<file path="src/rtl/tw_pkg.sv">
package tw_pkg;

  typedef enum logic [1:0] {
    PH_SUB = 2'd0,
    PH_WR  = 2'd1,
    PH_RD  = 2'd2,
    PH_IGN = 2'd3
  } phase_e;

  // Writable window: a contiguous low range plus one extra address.
  function automatic logic addr_writable(input logic [7:0] a,
                                         input logic [7:0] low_top,
                                         input logic [7:0] extra);
    return (a <= low_top) || (a == extra);
  endfunction

endpackage

</file>
<file path="src/rtl/tw_sync.sv">
module tw_sync #(
  parameter int          W       = 1,
  parameter int          STAGES  = 2,
  parameter logic [W-1:0] RST_VAL = '0
) (
  input  logic         clk,
  input  logic         rst_n,
  input  logic [W-1:0] d_in,
  output logic [W-1:0] d_out
);

  for (genvar s = 0; s < STAGES; s++) begin : g_st
    logic [W-1:0] d;
    logic [W-1:0] q;
    if (s == 0) begin : g_first
      assign d = d_in;
    end else begin : g_rest
      assign d = g_st[s-1].q;
    end
    always_ff @(posedge clk or negedge rst_n) begin
      if (!rst_n) q <= RST_VAL;
      else        q <= d;
    end
  end

  assign d_out = g_st[STAGES-1].q;

endmodule

</file>
<file path="src/rtl/tw_rx.sv">
module tw_rx #(
  parameter int BYTE_W = 8
) (
  input  logic              clk,
  input  logic              rst_n,
  input  logic              active,
  input  logic              sclk_s,
  input  logic              sdi_s,
  output logic              sclk_fall,
  output logic              byte_vld,
  output logic [BYTE_W-1:0] byte_val
);

  localparam int CNT_W = $clog2(BYTE_W);
  localparam logic [CNT_W-1:0] LAST_BIT = CNT_W'(BYTE_W - 1);

  logic              sclk_p_q;
  logic [CNT_W-1:0]  cnt_q, cnt_n;
  logic [BYTE_W-1:0] sh_q, sh_n;
  logic              rise;

  assign rise      = sclk_s & ~sclk_p_q;
  assign sclk_fall = ~sclk_s & sclk_p_q;

  assign byte_val = {sh_q[BYTE_W-2:0], sdi_s};
  assign byte_vld = active & rise & (cnt_q == LAST_BIT);

  always_comb begin
    cnt_n = cnt_q;
    sh_n  = sh_q;
    if (!active) begin
      cnt_n = '0;
    end else if (rise) begin
      sh_n  = {sh_q[BYTE_W-2:0], sdi_s};
      cnt_n = (cnt_q == LAST_BIT) ? '0 : cnt_q + 1'b1;
    end
  end

  always_ff @(posedge clk or negedge rst_n) begin
    if (!rst_n) begin
      sclk_p_q <= 1'b0;
      cnt_q    <= '0;
      sh_q     <= '0;
    end else begin
      sclk_p_q <= sclk_s;
      cnt_q    <= cnt_n;
      sh_q     <= sh_n;
    end
  end

endmodule

</file>
<file path="src/rtl/tw_seq.sv">
module tw_seq
  import tw_pkg::*;
#(
  parameter int             BYTE_W    = 8,
  parameter int             HI_W      = 16,
  parameter int             LO_W      = 8,
  parameter logic [BYTE_W-1:0] SUB_RD_HI = 8'h82,
  parameter logic [BYTE_W-1:0] SUB_RD_LO = 8'h83,
  parameter logic [BYTE_W-1:0] LOW_TOP   = 8'h07,
  parameter logic [BYTE_W-1:0] EXTRA_REG = 8'h0B
) (
  input  logic              clk,
  input  logic              rst_n,
  input  logic              active,
  input  logic              byte_vld,
  input  logic [BYTE_W-1:0] byte_val,
  input  logic [HI_W-1:0]   stat_hi,
  input  logic [LO_W-1:0]   stat_lo,
  output logic              wr_en,
  output logic [BYTE_W-1:0] wr_addr,
  output logic [BYTE_W-1:0] wr_data,
  output logic              rd_load,
  output logic [HI_W-1:0]   rd_word
);

  localparam int PAD_W = HI_W - LO_W;

  phase_e            phase_q, phase_n;
  logic [BYTE_W-1:0] ptr_q, ptr_n;
  logic              wr_en_n;
  logic [BYTE_W-1:0] wr_addr_n, wr_data_n;

  always_comb begin
    phase_n   = phase_q;
    ptr_n     = ptr_q;
    wr_en_n   = 1'b0;
    wr_addr_n = wr_addr;
    wr_data_n = wr_data;
    rd_load   = 1'b0;
    rd_word   = '0;
    if (!active) begin
      phase_n = PH_SUB;
    end else if (byte_vld) begin
      case (phase_q)
        PH_SUB: begin
          if (byte_val == SUB_RD_HI) begin
            rd_load = 1'b1;
            rd_word = stat_hi;
            phase_n = PH_RD;
          end else if (byte_val == SUB_RD_LO) begin
            rd_load = 1'b1;
            rd_word = HI_W'(stat_lo) << PAD_W;
            phase_n = PH_RD;
          end else if (addr_writable(byte_val, LOW_TOP, EXTRA_REG)) begin
            ptr_n   = byte_val;
            phase_n = PH_WR;
          end else begin
            phase_n = PH_IGN;
          end
        end
        PH_WR: begin
          wr_en_n   = 1'b1;
          wr_addr_n = ptr_q;
          wr_data_n = byte_val;
          if (ptr_q == EXTRA_REG) begin
            phase_n = PH_IGN;
          end else if (ptr_q == LOW_TOP) begin
            ptr_n = EXTRA_REG;
          end else begin
            ptr_n = ptr_q + 1'b1;
          end
        end
        default: ;
      endcase
    end
  end

  always_ff @(posedge clk or negedge rst_n) begin
    if (!rst_n) begin
      phase_q <= PH_SUB;
      ptr_q   <= '0;
      wr_en   <= 1'b0;
      wr_addr <= '0;
      wr_data <= '0;
    end else begin
      phase_q <= phase_n;
      ptr_q   <= ptr_n;
      wr_en   <= wr_en_n;
      wr_addr <= wr_addr_n;
      wr_data <= wr_data_n;
    end
  end

endmodule

</file>
<file path="src/rtl/tw_tx.sv">
module tw_tx #(
  parameter int W = 16
) (
  input  logic         clk,
  input  logic         rst_n,
  input  logic         active,
  input  logic         load,
  input  logic [W-1:0] load_word,
  input  logic         sclk_fall,
  output logic         sdo,
  output logic         oe
);

  logic [W-1:0] sh_q, sh_n;
  logic         armed_q, armed_n;
  logic         started_q, started_n;

  always_comb begin
    sh_n      = sh_q;
    armed_n   = armed_q;
    started_n = started_q;
    if (!active) begin
      armed_n   = 1'b0;
      started_n = 1'b0;
    end else if (load) begin
      sh_n      = load_word;
      armed_n   = 1'b1;
      started_n = 1'b0;
    end else if (sclk_fall && armed_q) begin
      if (!started_q) started_n = 1'b1;
      else            sh_n      = {sh_q[W-2:0], 1'b0};
    end
  end

  always_ff @(posedge clk or negedge rst_n) begin
    if (!rst_n) begin
      sh_q      <= '0;
      armed_q   <= 1'b0;
      started_q <= 1'b0;
    end else begin
      sh_q      <= sh_n;
      armed_q   <= armed_n;
      started_q <= started_n;
    end
  end

  assign sdo = sh_q[W-1];
  assign oe  = started_q & active;

endmodule

</file>
<file path="src/rtl/tw_regif.sv">
module tw_regif #(
  parameter int SYNC_STAGES = 2,
  parameter int BYTE_W      = 8,
  parameter int HI_W        = 16,
  parameter int LO_W        = 8
) (
  input  logic              clk,
  input  logic              rst_n,
  input  logic              sclk,
  input  logic              sen_n,
  input  logic              sdio_in,
  output logic              sdio_out,
  output logic              sdio_oe,
  output logic              wr_en,
  output logic [BYTE_W-1:0] wr_addr,
  output logic [BYTE_W-1:0] wr_data,
  input  logic [HI_W-1:0]   stat_hi,
  input  logic [LO_W-1:0]   stat_lo
);

  logic              rst_sync_n;
  logic [2:0]        pins_s;
  logic              sclk_s, sen_s, sdi_s;
  logic              active;
  logic              sclk_fall;
  logic              byte_vld;
  logic [BYTE_W-1:0] byte_val;
  logic              rd_load;
  logic [HI_W-1:0]   rd_word;

  tw_sync #(.W(1), .STAGES(2), .RST_VAL(1'b0)) u_rst_sync (
    .clk(clk), .rst_n(rst_n), .d_in(1'b1), .d_out(rst_sync_n)
  );

  tw_sync #(.W(3), .STAGES(SYNC_STAGES), .RST_VAL(3'b010)) u_pin_sync (
    .clk(clk), .rst_n(rst_sync_n), .d_in({sclk, sen_n, sdio_in}), .d_out(pins_s)
  );

  assign {sclk_s, sen_s, sdi_s} = pins_s;
  assign active = ~sen_s;

  tw_rx #(.BYTE_W(BYTE_W)) u_rx (
    .clk(clk), .rst_n(rst_sync_n), .active(active), .sclk_s(sclk_s),
    .sdi_s(sdi_s), .sclk_fall(sclk_fall), .byte_vld(byte_vld), .byte_val(byte_val)
  );

  tw_seq #(.BYTE_W(BYTE_W), .HI_W(HI_W), .LO_W(LO_W)) u_seq (
    .clk(clk), .rst_n(rst_sync_n), .active(active), .byte_vld(byte_vld),
    .byte_val(byte_val), .stat_hi(stat_hi), .stat_lo(stat_lo),
    .wr_en(wr_en), .wr_addr(wr_addr), .wr_data(wr_data),
    .rd_load(rd_load), .rd_word(rd_word)
  );

  tw_tx #(.W(HI_W)) u_tx (
    .clk(clk), .rst_n(rst_sync_n), .active(active), .load(rd_load),
    .load_word(rd_word), .sclk_fall(sclk_fall), .sdo(sdio_out), .oe(sdio_oe)
  );

endmodule

</file>
<file path="config.mk">
export PLATFORM = sky130hd
export DESIGN_NAME = tw_regif
export DESIGN_NICKNAME = d
export VERILOG_FILES = /design/src/rtl/tw_pkg.sv /design/src/rtl/tw_sync.sv /design/src/rtl/tw_rx.sv /design/src/rtl/tw_seq.sv /design/src/rtl/tw_tx.sv /design/src/rtl/tw_regif.sv
export SDC_FILE = /design/constraint.sdc
export NUM_CORES = 1
export LEC_CHECK = 0
export BUFFER_PORTS_ARGS = -buffer_cell sky130_fd_sc_hd__buf_4
export CORE_ASPECT_RATIO = 0.75
export CORE_UTILIZATION = 35
export DETAILED_ROUTE_END_ITERATION = 10
export GPL_TIMING_DRIVEN = 1
export PLACE_DENSITY_LB_ADDON = 0.3
export SYNTH_ARGS = -nofsm -noshare
export SYNTH_HDL_FRONTEND = slang
export SYNTH_SLANG_ARGS = --single-unit
</file>
<file path="constraint.sdc">
create_clock -name clk -period 2.3 [get_ports clk]
set_clock_uncertainty 0.05 [all_clocks]
set_input_delay 0.23 -clock clk [delete_from_list [all_inputs] [get_ports clk]]
set_output_delay 0.23 -clock clk [all_outputs]
set_load 0.01 [all_outputs]
</file>
==> After elaboration in Yosys (flattened, before gate mapping) <==
Index checks and enable logic that the tools add are counted.
{ "classes": {"add_sub_neg": 2, "n_lt_le_gt_ge": 1, "eq_ne": 12, "mux": 36, "bitwise": 8, "reduce_logical": 16} }
{ "op_table": {"columns": ["operator", "n"], "rows": [
  ["$mux W16", 7],
  ["$mux W8", 5],
  ["$eq A8 B4 Y1 const B", 2],
  ["$eq A8 B8 Y1 const B", 2],
  ["$pmux W8 S2", 1],
  ["$mux W1", 13],
  ["$mux W2", 6],
  ["$reduce_bool A2 Y1", 6],
  ["$mux W3", 3],
  ["$reduce_and A3 Y1", 3],
  ["$add A8 B1 Y8 const B", 1],
  ["$eq A8 B3 Y1 const B", 1],
  ["$le A8 B3 Y1 const B", 1],
  ["$reduce_and A7 Y1", 1],
  ["$ne A2 B2 Y1 const B", 3],
  ["$reduce_bool A3 Y1", 2],
  ["$and A1 B1 Y1", 5],
  ["$pmux W2 S2", 1],
  ["$add A3 B1 Y3 const B", 1],
  ["$eq A3 B3 Y1 const B", 1],
  ["$ne A3 B2 Y1 const B", 1],
  ["$not A1 Y1", 3],
  ["$eq A2 B1 Y1 const B", 1],
  ["$logic_not A2 Y1", 1],
  ["other kinds (4)", 4]
]} }
{ "word_totals": {"regBits": 64, "input_bits": 29, "out_inout_bits": 19, "elab_cells": 90} }

==> Depth between registers and ports, before layout <==
{ "logic_depth": {"ltp_word": 8, "depth_mapped": 8, "depth_no_buf": 6} }

==> Cells and area by module <==
Synthesis repeated with hierarchy kept, for this count alone.
{ "unflattened": {"hier_cells": 250, "area_unflattened_um2": 3169.3} }
{ "modules_own_cells": {"columns": ["module", "n_inst", "cells_each", "area_each_um2", "seq_area_each_um2"], "rows": [
  ["tw_seq", 1, 149, 1510.2, 675.6],
  ["tw_tx", 1, 57, 918.4, 450.4],
  ["tw_rx", 1, 34, 530.5, 275.3],
  ["tw_sync (u_pin_sync)", 1, 6, 152.6, 152.6],
  ["tw_sync (u_rst_sync)", 1, 2, 50.0, 50.0],
  ["tw_regif", 1, 2, 7.5, 0.0]
]} }

==> Least setup slack after synthesis <==
OpenSTA, ideal clock, no wires.
{ "synth_timing": {"path_type": "register to register", "start": "reg u_rx.cnt_q[0]", "end": "reg u_tx.sh_q[10]", "setup_ps": 125, "arrival_ps": 2429, "t_required_ps": 2125, "setup_slack_ps": -304, "stages_incl_launch_ff": 8, "n_path_buf": 1, "synth_period_minus_slack_ps": 2604, "cell_sequence": "dfrtp_1 -> ha_1 -> ha_1 -> or3b_2 -> nor4_4 -> buf_6 -> mux2_2 -> mux2_4"} }
{ "synth_between": {"elab_chain_cells": 6, "word_cells_on_any_way": 9, "cone_classes": "eq/ne: 1; mux: 4; bitwise: 1; reduce/logical: 3"} }
{ "synth_rtl": {"columns": ["item", "line", "rtl"], "rows": [
  ["start, declared", "tw_rx.sv:18", "logic [CNT_W-1:0] cnt_q, cnt_n;"],
  ["start signal, assigned", "tw_rx.sv:46", "cnt_q <= cnt_n;"],
  ["$eq A3 B3 Y1 (*)", "tw_rx.sv:26", "assign byte_vld = active & rise & (cnt_q == LAST_BIT);"],
  ["$and A1 B1 Y1 (*)", "tw_rx.sv:26", null],
  ["$mux W1", "tw_seq.sv:43", "end else if (byte_vld) begin"],
  ["$mux W1", "tw_seq.sv:41", "if (!active) begin"],
  ["$reduce_bool A2 Y1 (no source line)", null, null],
  ["$reduce_and A3 Y1 (no source line)", null, null],
  ["end signal, assigned", "tw_tx.sv:41", "sh_q <= sh_n;"],
  ["end, declared", "tw_tx.sv:14", "logic [W-1:0] sh_q, sh_n;"]
]} }
Mark *: on every way between the ends. The rest lies on a longest branch, timed or not.
A chain may end at the register's enable or synchronous reset.

==> Final worst setup path <==
{ "layout_timing": {"start": "reg u_rx.cnt_q[0]", "end": "reg u_tx.sh_q[2]"} }
The elaborated chain is that of the path after synthesis.

==> flow_results.xml <==
<?xml version="1.0" encoding="UTF-8"?>
<metrics>
  <group name="routing">
    <metric name="postRouteWirelength" unit="mm">6.30</metric>
    <metric name="detail_route.iter0.violations" unit="">50</metric>
    <metric name="num_vias" unit="">2185</metric>
    <metric name="remaining_drc_errors" unit="">0</metric>
    <metric name="vias_per_cell" unit="">4.95</metric>
    <metric name="routed_wire_length_per_instance" unit="um">14.3</metric>
    <metric name="drt-pass1-iter-count" unit="">4</metric>
    <metric name="drt.antenna.violating_nets" unit="">0</metric>
  </group>
  <group name="power_and_ir_drop">
    <metric name="irDropWorstVdd" unit="uV">360</metric>
    <metric name="switchingPower" unit="mW">0.767</metric>
    <metric name="switching_share_of_power" unit="">0.237</metric>
    <metric name="total_power" unit="mW">3.24</metric>
    <metric name="p_comb_frac" unit="">0.137</metric>
    <metric name="power.internal" unit="mW">2.48</metric>
    <metric name="power.share.clock" unit="">0.488</metric>
    <metric name="pleak" unit="nW">2.06</metric>
    <metric name="power_frac_seq" unit="">0.375</metric>
    <metric name="power_density" unit="nW/um2">766</metric>
  </group>
  <group name="synth">
    <metric name="synth_async_sr_flop_share" unit="">1.00</metric>
    <metric name="synth_net_count" unit="">280</metric>
    <metric name="synthDominantAreaCellType" unit="">sky130_fd_sc_hd__dfrtp_1</metric>
    <metric name="ys_seq_area_frac" unit="">0.518</metric>
    <metric name="yosys_most_used_dff" unit="">sky130_fd_sc_hd__dfrtp_1</metric>
    <metric name="synth.area.top_cells" unit="">sky130_fd_sc_hd__dfrtp_1 (50%), sky130_fd_sc_hd__mux2_2 (15%), sky130_fd_sc_hd__mux2_4 (4.4%)</metric>
    <metric name="synth_area" unit="um2">3090</metric>
    <metric name="synthTopCellsByCount" unit="">sky130_fd_sc_hd__dfrtp_1 (62), sky130_fd_sc_hd__mux2_2 (42), sky130_fd_sc_hd__nor2_1 (18), sky130_fd_sc_hd__mux2i_1 (13)</metric>
    <metric name="edff_count_synth" unit="">0</metric>
    <metric name="netlist_instances" unit="">248</metric>
    <metric name="synth_largest_type_area_fraction" unit="">0.501</metric>
    <metric name="ys_warn_count" unit="">0</metric>
    <metric name="synth-seq-cells" unit="">64</metric>
    <metric name="per_instance_average_area_after_synthesis" unit="um2">12.5</metric>
    <metric name="post_synth_num_cell_types" unit="">44</metric>
    <metric name="synthMostInstantiatedCell" unit="">sky130_fd_sc_hd__dfrtp_1</metric>
  </group>
  <group name="floorplan">
    <metric name="num_rows" unit="">29</metric>
    <metric name="floorplan.initialDensity" unit="">0.363</metric>
    <metric name="io_pins" unit="">48</metric>
    <metric name="fp.dieArea" unit="um2">9220</metric>
    <metric name="core" unit="um2">8530</metric>
    <metric name="die_w" unit="um">111</metric>
    <metric name="fp.dieH" unit="um">83.4</metric>
  </group>
  <group name="sta">
    <metric name="final_period_minus_worst_setup_slack" unit="ns">2.26</metric>
    <metric name="min_period_over_period" unit="">0.983</metric>
    <metric name="timing.fmax" unit="GHz">0.442</metric>
    <metric name="final_slew_viol_count" unit="">0</metric>
    <metric name="setup_violations" unit="">0</metric>
    <metric name="hold_viol_final" unit="">0</metric>
  </group>
  <group name="global_routing">
    <metric name="number_of_antenna_violations_at_the_first_check_in_global_routing" unit="">0</metric>
    <metric name="grt_start_max_net_pins" unit="">31</metric>
    <metric name="vias_in_the_first_global_route" unit="">2089</metric>
    <metric name="grt_pass1_wl" unit="mm">10.2</metric>
    <metric name="globalRouteTotalUtil" unit="">0.141</metric>
    <metric name="sum_of_overflow_across_all_layers_after_global_routing" unit="">0</metric>
  </group>
  <group name="placed_design">
    <metric name="dp_hpwl" unit="mm">4.27</metric>
    <metric name="portBuffers" unit="">47</metric>
    <metric name="place_congestion" unit="">0.840</metric>
  </group>
  <group name="critical_path">
    <metric name="crit_path_max_fanout" unit="">4</metric>
    <metric name="critical_path_required" unit="ns">2.47</metric>
    <metric name="critical_path.most_common_cell" unit="">sky130_fd_sc_hd__mux2_2</metric>
    <metric name="critPathKind" unit="">flop to flop</metric>
    <metric name="timing.critical_path.slowest_cell_delay" unit="ns">0.39</metric>
    <metric name="critPathArrivalTime" unit="ns">2.43</metric>
    <metric name="slowest_stage_cell_on_the_critical_path" unit="">sky130_fd_sc_hd__or3b_4</metric>
    <metric name="crit_path_end_kind" unit="">flop</metric>
    <metric name="worstSetupStartpointType" unit="">flop</metric>
    <metric name="worstPathCellList" unit="">ha_2, ha_4, or3b_4, nor4_4, buf_6, clkbuf_16, mux2_2, mux2_2</metric>
  </group>
  <group name="cells_and_area">
    <metric name="n_antenna_cell" unit="">0</metric>
    <metric name="share_of_cells_above_drive_strength_1" unit="">0.462</metric>
    <metric name="area.growth.synth_to_final" unit="%">36.9</metric>
    <metric name="fin_util" unit="">0.497</metric>
    <metric name="finish.net_count" unit="">360</metric>
  </group>
  <group name="cts">
    <metric name="cts-buffers-inserted" unit="">9</metric>
    <metric name="cts_tree" unit="">yes</metric>
    <metric name="clkTransAtPathRegs" unit="ns">0.06</metric>
    <metric name="clock-root-buffer" unit="">sky130_fd_sc_hd__clkbuf_16</metric>
    <metric name="cts.sinks" unit="">64</metric>
    <metric name="clock_insertion_delay_worst_skew" unit="ns">0.33</metric>
    <metric name="cts.path.max_buffers" unit="">2</metric>
    <metric name="cts_max_level" unit="">3</metric>
  </group>
  <group name="job">
    <metric name="timing.max_cap.violations" unit="">0</metric>
  </group>
  <group name="worst_hold_path">
    <metric name="worst_hold_path_type" unit="">flop to async pin</metric>
  </group>
  <group name="outcome">
    <metric name="status" unit="">finished clean</metric>
  </group>
</metrics>
-- sequential cells by signal, summed over array words and instances (netlist names), 3 cells and up --
| name | count |
|---|---|
| u_seq.wr_data | 8 |
| u_tx.sh_q | 16 |
| u_seq.ptr_q | 8 |
| u_rx.sh_q | 7 |
| u_rx.cnt_q | 3 |
| u_seq.wr_addr | 8 |
| u_pin_sync.g_st.q | 3 |
| u_pin_sync.d_out | 3 |
-- worst paths after layout --
check                                 start                 endpoint  slack, ns  cells past startpoint
setup / recovery              u_rx.cnt_q[0]             u_tx.sh_q[2]       0.04                      8
hold / removal             u_rst_sync.d_out  u_pin_sync.g_st[0].q[0]       0.10                      0
max in group asynchronous  u_rst_sync.d_out  u_pin_sync.g_st[0].q[1]       1.48                      1
min in group clk                 stat_hi[0]             u_tx.sh_q[0]       0.12                      3
setup reg to reg              u_rx.cnt_q[0]             u_tx.sh_q[2]       0.04                      8
hold reg to reg            u_rst_sync.d_out  u_pin_sync.g_st[0].q[0]       0.10                      0
-- layout make-up --
| class | count | area (um2) |
|---|---|---|
| fill | 763 | 4290 |
| sequential | 64 | 1610 |
| multi-input combinational | 167 | 1440 |
| timing repair buffer | 80 | 687 |
| clock buffer | 9 | 225 |
| tap | 108 | 135 |
| clock inverter | 7 | 125 |
| inverter | 6 | 22.5 |
-- worst max-delay path, delay by kind of cell, from the launching register on --
family        cells  cell delay (ns)
flops             1             0.35
simple gates      2             0.54
buf+inv           2             0.31
mux               2             0.57
fa+ha+maj         2             0.32
-- layout by cell type (no fill, tap or decap), drive strengths merged, types with 5 or more instances in the layout --
master   n
mux2    51
nand3    5
buf     74
nand2    7
o21ai    9
inv      9
nor2b    9
o22ai    5
clkbuf  11
nor2    19
dfrtp   62
mux2i   13
-- through the flow --
step	setup WS (ns)	instance area [um2]	cells	setup TNS [ns]	hold slack (ns)
final	0.0392	4240	441	0	0.102
after global routing	-0.0402	4240	441	-0.394	0.117
after CTS	0.00616	4120	434	0	0.0996
after detailed placement	0.0362	3730	414	0	-0.0356
after global placement	0.0624	3730	414	0	-0.0368
after floorplan	-0.123	3120	248	-0.876	-0.116
-- layer usage --
layer  track usage  wire (um)
met1         0.191       3130
met2         0.199       2800
met3        0.0650        297
met4        0.0436         70
met5             0          0
-- logic make-up after synthesis --
group,synth area share
muxes,0.239
DFF,0.518
adders and majority gates,0.0121
buffers and inverters,0.0332
AOI/OAI and AO/OA,0.0752
and+or+nand+nor,0.121
other,0.00121
-- power groups by stage --
stage / Sequential, mW / Clock (mW) / Combinational (mW)
floorplan: 1.27 / 0 / 0.213
global placement: 1.23 / 0 / 0.433
detailed placement: 1.24 / 0 / 0.432
CTS: 1.22 / 1.62 / 0.442
global route: 1.22 / 1.68 / 0.493
finish: 1.22 / 1.58 / 0.445
-- repair_timing --
action                                  4_1_cts  5_1_grt
endpoints found under the hold margin         5        0
gates resized for setup                       0        6
buffers inserted                              0        5
endpoints found under the setup margin        0       14
hold buffers                                  4        0
(Power assumes the default switching activity.)
